### src/rtl/cs2bcd_pkg.sv
package cs2bcd_pkg;

    typedef logic [3:0] bcd_digit_t;

    localparam bcd_digit_t BCD_MAX = 4'd9;

endpackage

### src/rtl/cs2bcd_column.sv
module cs2bcd_column
    import cs2bcd_pkg::*;
(
    input  bcd_digit_t dig_i,
    input  logic       bit_i,
    output logic       prop_o,
    output logic       gen_o,
    output bcd_digit_t cand0_o,
    output bcd_digit_t cand1_o
);

    logic [4:0] col_sum;
    logic [4:0] col_inc;
    logic [4:0] wrap0;
    logic [4:0] wrap1;

    always_comb begin
        col_sum = {1'b0, dig_i} + {4'b0000, bit_i};
        col_inc = col_sum + 5'd1;
        prop_o  = (col_sum == 5'd9);
        gen_o   = (col_sum == 5'd10);
        wrap0   = (col_sum >= 5'd10) ? (col_sum - 5'd10) : col_sum;
        wrap1   = (col_inc >= 5'd10) ? (col_inc - 5'd10) : col_inc;
        cand0_o = wrap0[3:0];
        cand1_o = wrap1[3:0];
    end

    // the carry-in-one candidate is the successor of the other
    always_comb begin
        if (dig_i <= BCD_MAX) begin
            cand_pair_chk: assert (cand1_o == ((cand0_o == BCD_MAX) ? 4'd0 : cand0_o + 4'd1));
        end
    end

endmodule

### src/rtl/cs2bcd_prefix.sv
module cs2bcd_prefix #(
    parameter int NDIG = 32
) (
    input  logic [NDIG-1:0] gen_i,
    input  logic [NDIG-1:0] prop_i,
    output logic [NDIG-1:0] cin_o,
    output logic            cout_o
);

    localparam int LEVELS = $clog2(NDIG);

    logic [NDIG-1:0] gl [0:LEVELS];
    logic [NDIG-1:0] pl [0:LEVELS];

    assign gl[0] = gen_i;
    assign pl[0] = prop_i;

    for (genvar lv = 0; lv < LEVELS; lv++) begin : g_level
        localparam int DIST = 1 << lv;
        for (genvar j = 0; j < NDIG; j++) begin : g_node
            if (j >= DIST) begin : g_comb
                assign gl[lv+1][j] = gl[lv][j] | (pl[lv][j] & gl[lv][j-DIST]);
                assign pl[lv+1][j] = pl[lv][j] & pl[lv][j-DIST];
            end else begin : g_pass
                assign gl[lv+1][j] = gl[lv][j];
                assign pl[lv+1][j] = pl[lv][j];
            end
        end
    end

    assign cin_o  = {gl[LEVELS][NDIG-2:0], 1'b0};
    assign cout_o = gl[LEVELS][NDIG-1];

    for (genvar j = 1; j < NDIG; j++) begin : g_ripple_chk
        // prefix carries agree with the column-by-column recurrence
        always_comb begin
            prefix_ripple_chk: assert (cin_o[j] == (gen_i[j-1] | (prop_i[j-1] & cin_o[j-1])));
        end
    end

    for (genvar j = 0; j < NDIG; j++) begin : g_span_chk
        // an all-propagate span starting at position 0 emits no carry
        always_comb begin
            span_chk: assert (!(pl[LEVELS][j] && gl[LEVELS][j]));
        end
    end

endmodule

### src/rtl/cs2bcd_select.sv
module cs2bcd_select
    import cs2bcd_pkg::*;
#(
    parameter int NDIG = 32
) (
    input  logic [NDIG*4-1:0] cand0_i,
    input  logic [NDIG*4-1:0] cand1_i,
    input  logic [NDIG-1:0]   cin_i,
    output logic [NDIG*4-1:0] bcd_o
);

    for (genvar i = 0; i < NDIG; i++) begin : g_mux
        bcd_digit_t pick;
        assign pick = cin_i[i] ? cand1_i[4*i +: 4] : cand0_i[4*i +: 4];
        assign bcd_o[4*i +: 4] = pick;


        always_comb begin
            bcd_range_chk: assert (pick <= BCD_MAX);
        end
    end

endmodule

### src/rtl/cs2bcd_conv.sv
module cs2bcd_conv
    import cs2bcd_pkg::*;
#(
    parameter int NDIG = 32
) (
    input  logic [NDIG*4-1:0] sum_dig,
    input  logic [NDIG-1:0]   car_bit,
    output logic [NDIG*4-1:0] bcd_out,
    output logic              ovf_out
);

    localparam int DW = NDIG * 4;

    logic [NDIG-1:0] prop;
    logic [NDIG-1:0] gen;
    logic [DW-1:0]   cand0;
    logic [DW-1:0]   cand1;
    logic [NDIG-1:0] cin;

    for (genvar i = 0; i < NDIG; i++) begin : g_col
        cs2bcd_column u_col (
            .dig_i   (sum_dig[4*i +: 4]),
            .bit_i   (car_bit[i]),
            .prop_o  (prop[i]),
            .gen_o   (gen[i]),
            .cand0_o (cand0[4*i +: 4]),
            .cand1_o (cand1[4*i +: 4])
        );
    end

    cs2bcd_prefix #(.NDIG(NDIG)) u_prefix (
        .gen_i  (gen),
        .prop_i (prop),
        .cin_o  (cin),
        .cout_o (ovf_out)
    );

    cs2bcd_select #(.NDIG(NDIG)) u_select (
        .cand0_i (cand0),
        .cand1_i (cand1),
        .cin_i   (cin),
        .bcd_o   (bcd_out)
    );

    logic [4:0] top_sum;
    assign top_sum = {1'b0, sum_dig[DW-1 -: 4]} + {4'b0000, car_bit[NDIG-1]};


    always_comb begin
        if (ovf_out) begin
            no_overflow_chk: assert (top_sum >= 5'd9);
        end
    end

endmodule

### config.mk
export PLATFORM = sky130hd
export DESIGN_NAME = cs2bcd_conv
export DESIGN_NICKNAME = d
export VERILOG_FILES = /design/src/rtl/cs2bcd_pkg.sv /design/src/rtl/cs2bcd_column.sv /design/src/rtl/cs2bcd_prefix.sv /design/src/rtl/cs2bcd_select.sv /design/src/rtl/cs2bcd_conv.sv
export SDC_FILE = /design/constraint.sdc
export NUM_CORES = 1
export LEC_CHECK = 0
export CAP_MARGIN = 40
export CELL_PAD_IN_SITES_DETAIL_PLACEMENT = 1
export CELL_PAD_IN_SITES_GLOBAL_PLACEMENT = 1
export CORE_UTILIZATION = 38
export DETAILED_ROUTE_END_ITERATION = 12
export GPL_TIMING_DRIVEN = 1
export MAX_ROUTING_LAYER = met4
export PLACE_DENSITY = 0.85
export SYNTH_ARGS = -nofsm -noshare
export SYNTH_HDL_FRONTEND = slang
export SYNTH_SLANG_ARGS = --single-unit
export TNS_END_PERCENT = 50
### constraint.sdc
create_clock -name vclk -period 5.3
set_input_delay 0.795 -clock vclk [all_inputs]
set_output_delay 0.795 -clock vclk [all_outputs]
set_load 0.05 [all_outputs]
==> run summary, run 1 <==
Synthesis instantiated 80 different standard cells from the library. The number of placed instances, taps included, is 2955. The area of the core came out at 0.03446 mm^2. The worst hold margin is 2.285 ns. The estimated wirelength of the detail-placed design is 46.67 mm. The initial core utilization is 38.53%. The per-cell routed wire length came out at 19.75 um. By area the synthesized netlist is led by sky130_fd_sc_hd__ha_1, sky130_fd_sc_hd__xnor2_1, sky130_fd_sc_hd__a21oi_1. The area share of the largest cell type after synthesis is 19.42%.

The starting DRC count in detailed routing is 749. The maximum fanout encountered on the critical timing path is 4. The all-layer global routing usage is 30.57%. In this run, post-CTS hold repair placed 0 buffers. The count of synthesis-stage warnings from yosys came out at 0. The pin slew with the least headroom to its limit is 0.8679 ns. The maximum resistive drop on vdd is 0.1516 mV. The total iterations of the first detailed-routing run came out at 5.

Summing the areas of all xor and xnor instances in the mapped netlist gives 14.45% of the synthesized area. The layout net count came out at 2888. For the worst setup path, the data required time is 4.51 ns. The layout overhead on the synthesized area is 52.69%. The initial antenna violation count came out at 6. The critical path goes through clkdlybuf4s50_1, ha_2, ha_4, or3b_4, o31a_1, o21bai_4, a21oi_4, a211oi_4, o31ai_4, a2111oi_4, o31a_1, o31a_1, buf_4, buf_6, xnor2_4, buf_12.

After the flow finishes, the layout carries non-filler instances totaling 2981. The relative max-transition margin came out at 41.87%. The post-synthesis cell area came out at 0.01328 mm^2. The count of filler cells inserted in the layout came out at 4288. Counting instances, the worst hold path has a depth of 5. The final critical path takes up 98.79% of the cycle. In this run the static leakage power is 0.008723 uW. The maximum clock frequency is 191.0 MHz. The fraction of the yosys area taken by sequential cells came out at 0%. The post-synthesis simple-gate area fraction is 24.10%.

The post-synthesis cell count came out at 2031. The final setup violation count is 0. The fraction of layout instances using a drive strength above 1 is 22.70%.

The vias after detailed routing came out at 17360. The standard-cell row count is 68. The total nets after synthesis is 2397. The layout clock buffer count came out at 0. For this design the ratio of total power to cell area is 175.7 mW/mm^2. The global-route wire length before repair is 89.10 mm.

Routability-driven placement finished with a final weighted congestion of 0.9305. The kind of launch point of the worst setup path is an input port. By area, the combinational part of the netlist is dominated by compound AO/OA/AOI/OAI gates. Counting stages on the worst path, the most repeated cell is sky130_fd_sc_hd__o31a_1. The total overflow reported by the global router is 0. The via count of the first global-routing pass was 17960. Setup repair after global routing could not meet its margin everywhere.

For this block, the routed nets add up to 58.88 mm of wire. The number of slew-limit violations in the final report came out at 0. There are 0 flip-flops and latches. The flow ran to the end, and the final reports show no timing, DRC or antenna violations. The total area of multi-input combinational cells is 0.01320 mm^2. The synthesized netlist devotes 29.77% of its cell area to compound gates. The largest net degree at the start of global routing came out at 14.

The number of failing hold endpoints at the final stage came out at 0. The per-instance average area after synthesis is 6.536 um^2. The biggest area contributor in the post-synthesis netlist is sky130_fd_sc_hd__ha_1. The die covers 0.03569 mm^2. The endpoint type of the worst setup path is an output port. The worst hold path belongs to the class in -> out. The largest individual stage delay along the critical path comes from the cell sky130_fd_sc_hd__clkdlybuf4s50_1. For this design the top-level I/O count stands at 289. The final core utilization came out at 58.82%. From left edge to right edge, the die measures 188.9 um. The largest stage delay on the critical path is 0.45 ns. The detail route stage leaves a number of antenna-violating nets equal to 0.

The max-capacitance violation count is 0. The number of I/O port buffers is 289. The mux cell area share after synthesis came out at 5.617%.

The worst setup path is of the in -> out kind. In the final layout, flip-flops and latches occupy 0 um^2. The detail-routed via count per cell came out at 5.824. The data arrival time of the critical path came out at 4.44 ns. The vertical die dimension is 188.9 um.

The adder-cell share of the synthesized area is 19.49%. The post-route minimum period came out at 5.236 ns. The remaining routing DRC violations came out at 0.
final cells by class:
type               instances  area share [%]
multi-input cells       1807           65.13
repair buffers           580           29.52
well taps                455           2.809
inverters                133           2.463
diodes                     6         0.07407
stage by stage:
| stage | total power (uW) | TNS, ns | worst slack (ns) | cell area, um^2 |
|---|---|---|---|---|
| after floorplan | 1997 | -1.784 | -0.2123 | 13300 |
| after global placement | 3249 | -2.279 | -0.2292 | 19300 |
| after detailed placement | 3403 | -5.002 | -0.3481 | 19300 |
| after CTS | 3452 | 0 | 0.004047 | 19670 |
| after global routing | 3789 | -0.3623 | -0.06691 | 20270 |
| final | 3561 | 0 | 0.06393 | 20270 |
final timing paths:
| check | startpoint | to | slack (ns) |
|---|---|---|---|
| max | car_bit[2] | bcd_out[124] | 0.06 |
| min | sum_dig[28] | bcd_out[28] | 2.28 |
worst max-delay path, delay by kind of cell:
family	cells	cell delay, ns
buf+inv	4	0.91
compound gates	8	1.76
fa+ha+maj	2	0.39
xor+xnor	1	0.20
simple gates	1	0.37
metal layers:
metal	up-vias	track usage, %	wire, um
li1	8285	-	-
met4	0	10.14	2227
met1	8376	34.70	24130
met3	163	2.484	2487
met2	536	56.11	30030
met5	-	-	0
synth_stat cells, types with 21 or more instances:
master and count:
sky130_fd_sc_hd__a211oi_1 21, sky130_fd_sc_hd__a21boi_0 22, sky130_fd_sc_hd__a21oi_1 211, sky130_fd_sc_hd__a31oi_1 41, sky130_fd_sc_hd__clkbuf_1 78, sky130_fd_sc_hd__ha_1 206, sky130_fd_sc_hd__inv_1 131, sky130_fd_sc_hd__mux2_2 28
sky130_fd_sc_hd__mux2i_1 43, sky130_fd_sc_hd__nand2_1 263, sky130_fd_sc_hd__nand2b_1 26, sky130_fd_sc_hd__nand3_1 51, sky130_fd_sc_hd__nor2_1 153, sky130_fd_sc_hd__nor3_1 49, sky130_fd_sc_hd__nor3b_1 23, sky130_fd_sc_hd__o21ai_0 156
sky130_fd_sc_hd__xnor2_1 164, sky130_fd_sc_hd__xor2_1 55
layout by cell type (no fill, tap or decap), drive strengths merged, types with 7 or more instances in the layout:
master,Yosys,routed
and3,13,13
nor2,153,153
a311oi,9,9
nand2b,26,26
nand4b,7,7
o21ai,161,161
nand4,13,13
xor2,55,55
nand2,263,263
buf,13,410
dlymetal6s2s,0,20
nor3,49,49
a32oi,15,15
o211ai,14,14
nor2b,9,9
a21oi,212,212
or3,7,7
a22o,10,10
and2,14,14
nor3b,23,23
inv,131,131
xnor2,164,164
a21boi,22,22
a211oi,22,22
clkdlybuf4s50,0,140
ha,206,206
a21o,11,11
o31ai,18,18
o22ai,23,23
mux2,28,28
or3b,9,9
nand3b,11,11
o32ai,8,8
o21a,13,13
mux2i,43,43
nand3,51,51
a31oi,42,42
nor4,10,10
kinds of logic (layout without fill, tap and decap cells):
group,after synthesis,after routing
adder cells (fa/ha/maj),207,207
XOR/XNOR,219,219
buffers and inverters,224,713
other,0,6
multiplexers,71,71
AND/OR/NAND/NOR,675,675
AO/OA/AOI/OAI,635,635
power breakdown:
| part | internal (uW) | switching (uW) | total, uW | leakage, uW |
|---|---|---|---|---|
| logic | 1530 | 2030 | 3560 | 0.00872 |
| registers | 0 | 0 | 0 | 0 |
| clock network | 0.000152 | 0 | 0.000152 | 0.0000000380 |
timing repair:
item                       4_1_cts  5_1_grt
buffers inserted                10       12
setup endpoints to repair       44       57
resized for setup               70      128
pin swaps                       15       48
Note: power is estimated with default switching activity, not from simulation.
==> run 2, diff against run 1 <==
==> constraint.sdc (replaced) <==
create_clock -name vclk -period 5.44
set_input_delay 0.816 -clock vclk [all_inputs]
set_output_delay 0.816 -clock vclk [all_outputs]
set_load 0.05 [all_outputs]
==> run summary, run 2 (synthesis results as in run 1) <==
The region available for standard cell placement spans 0.03446 mm^2. Setup repair after global routing could not meet its margin everywhere. The number of sequential storage elements came out at 0. The detailed router used layers up to and including met4. The layout clock buffer count came out at 0. The tightest min-delay check is of the in -> out type.

Timing would allow up to 178.1 MHz. For this block, the initial DRC count from the detailed router was 653. The number of failing hold endpoints at the final stage is 0. The start point of the worst min-delay path is car_bit[5]. The number of instances on the worst hold path came out at 5. Summing internal, switching and leakage power gives 3377 uW. The final setup violation count came out at 8. The checks that failed: setup timing. Before CTS, the worst setup slack after placement is -0.3791 ns.

The initial antenna violation count came out at 2. The wire length on met3 is 1.874 mm. The total power per unit cell area is 172.1 mW/mm^2. The critical path is of the in -> out type. The maximum fanout encountered on the critical timing path came out at 5. The vertical die dimension came out at 188.9 um. The area occupied by registers is 0 um^2. The total iterations of the first detailed-routing run is 5. The required time at the worst-slack endpoint is 4.62 ns. The sum of routed wire segments on met1 is 23.50 mm.

Entering global routing, the biggest net connects 14 pins. The layout net count came out at 2832. The initial core utilization is 38.53%. The post-route minimum period came out at 5.615 ns. The total area of multi-input combinational cells is 0.01299 mm^2. The global-route wire length before repair is 87.13 mm. The summed area of non-filler cells in the final layout is 0.01962 mm^2. Detailed routing placed a total of 29.00 mm of wire on met2. The x dimension of the die came out at 188.9 um.

The via count of the first global-routing pass is 17540. The worst setup margin came out at -0.1750 ns. In the routed design, unresolved DRC markers number 0. The number of slew-limit violations in the final report is 0.

Data on the critical path arrives at its endpoint at 4.80 ns. The all-layer global routing usage is 29.57%. Leaving out fill and tap cells, the most frequent cell in the layout is sky130_fd_sc_hd__nand2_1.

STA classifies the critical path endpoint as an output port. The number of antenna-violating nets in the routed design came out at 0. The aggregate negative setup slack came out at -0.5829 ns. In the final routed layout, each cell accounts on average for 19.16 um. The relative max-transition margin is 47.38%. Across the run, the number of max-cap violations was 0. The layout overhead on the synthesized area is 47.81%. The vias after detailed routing came out at 17010. The HPWL after detailed placement is 45.52 mm.

In this run the worst setup path terminates at bcd_out[124]. The worst setup path is launched from an input port. The full die area came out at 0.03569 mm^2. The run finished, with violations left. In this run the cell area measured after placement is 0.01885 mm^2. The count of filler cells inserted in the layout came out at 4331.

The final wirelength came out at 56.00 mm. The total overflow reported by the global router came out at 0. During I/O placement, the number of pins put on the boundary was 289. At the pin with the least slew margin, the transition time is 0.7894 ns.

The maximum resistive drop on vdd came out at 0.1759 mV. For this design the static power due to leakage is 0.008332 uW. The routability-driven placement congestion ratio came out at 0.9481. The most critical setup path has its startpoint at sum_dig[25]. The standard-cell row count is 68. Dividing the final minimum period by the clock period gives 103.2%.

Leaving out fill and tap cells, the most frequent cells in the layout are sky130_fd_sc_hd__nand2_1, sky130_fd_sc_hd__buf_4, sky130_fd_sc_hd__a21oi_1. The fraction of layout instances using a drive strength above 1 came out at 19.24%. The detail-routed via count per cell is 5.819.

The number of I/O port buffers is 289.
-- run 2: changes by cell type in the layout (fill, tap and decap cells not counted), moves of 5 or more --
cell / delta
sky130_fd_sc_hd__clkdlybuf4s50_1: +21
sky130_fd_sc_hd__ha_4: -6
sky130_fd_sc_hd__buf_4: -59
sky130_fd_sc_hd__dlymetal6s2s_1: -10
sky130_fd_sc_hd__nor2_1: +5
sky130_fd_sc_hd__mux2i_2: -6
sky130_fd_sc_hd__mux2i_4: +6
sky130_fd_sc_hd__ha_2: -11
sky130_fd_sc_hd__clkbuf_2: -6
sky130_fd_sc_hd__ha_1: +17
-- run 2: per-stage QoR --
step | std cells | hold slack, ns | util (%)
floorplan | 2031 | 2.014 | -
global placement | 2897 | 2.612 | 54.71
detailed placement | 2897 | 2.622 | 54.71
CTS | 2905 | 2.471 | 55.42
global route | 2921 | 2.382 | 56.93
finish | 2923 | 2.341 | 56.95
-- run 2: worst min path at each step --
stage | slack, ns | to
2_1_floorplan | 2.01 | bcd_out[0]
5_1_grt | 2.38 | bcd_out[20]
3_5_place_dp | 2.62 | bcd_out[124]
6_report | 2.34 | bcd_out[20]
3_3_place_gp | 2.61 | bcd_out[36]
4_1_cts | 2.47 | bcd_out[20]
-- run 2: per-layer routing --
metal / track usage [%] / vias to the layer above
met5: - / -
li1: - / 8178
met4: 7.630 / 0
met1: 34.64 / 8336
met3: 1.557 / 101
met2: 54.54 / 394
-- run 2: layout make-up --
class / instances / area share, %
Multi-Input combinational cell: 1807 / 66.19
Timing Repair Buffer: 524 / 28.32
Tap cell: 455 / 2.901
Inverter: 133 / 2.544
Antenna cell: 4 / 0.05101
-- run 2: repair_timing --
action	CTS	global route
buffers inserted	8	14
hold buffers	0	0
gates cloned	0	0
gates resized for setup	38	82
setup endpoints to repair	47	57
pin swaps	12	35
-- run 2: power breakdown --
part | total, uW | switching (uW) | internal [uW] | leakage [uW]
registers | 0 | 0 | 0 | 0
logic | 3380 | 1940 | 1440 | 0.00833
clock network | 0.0000987 | 0 | 0.0000986 | 0.0000000254
total | 3380 | 1940 | 1440 | 0.00833
-- run 2: critical path, stage by stage --
cell                              delay [ns]
sky130_fd_sc_hd__clkdlybuf4s50_1        0.52
sky130_fd_sc_hd__ha_4                   0.23
sky130_fd_sc_hd__nor3b_1                0.25
sky130_fd_sc_hd__o2bb2ai_2              0.17
sky130_fd_sc_hd__or3b_2                 0.52
sky130_fd_sc_hd__o211ai_1               0.32
sky130_fd_sc_hd__buf_4                  0.21
sky130_fd_sc_hd__a211oi_4               0.05
sky130_fd_sc_hd__o31ai_4                0.29
sky130_fd_sc_hd__a2111oi_4              0.16
sky130_fd_sc_hd__o31a_1                 0.34
sky130_fd_sc_hd__o31a_1                 0.31
sky130_fd_sc_hd__buf_6                  0.15
sky130_fd_sc_hd__buf_6                  0.13
sky130_fd_sc_hd__xnor2_4                0.18
sky130_fd_sc_hd__buf_12                 0.16
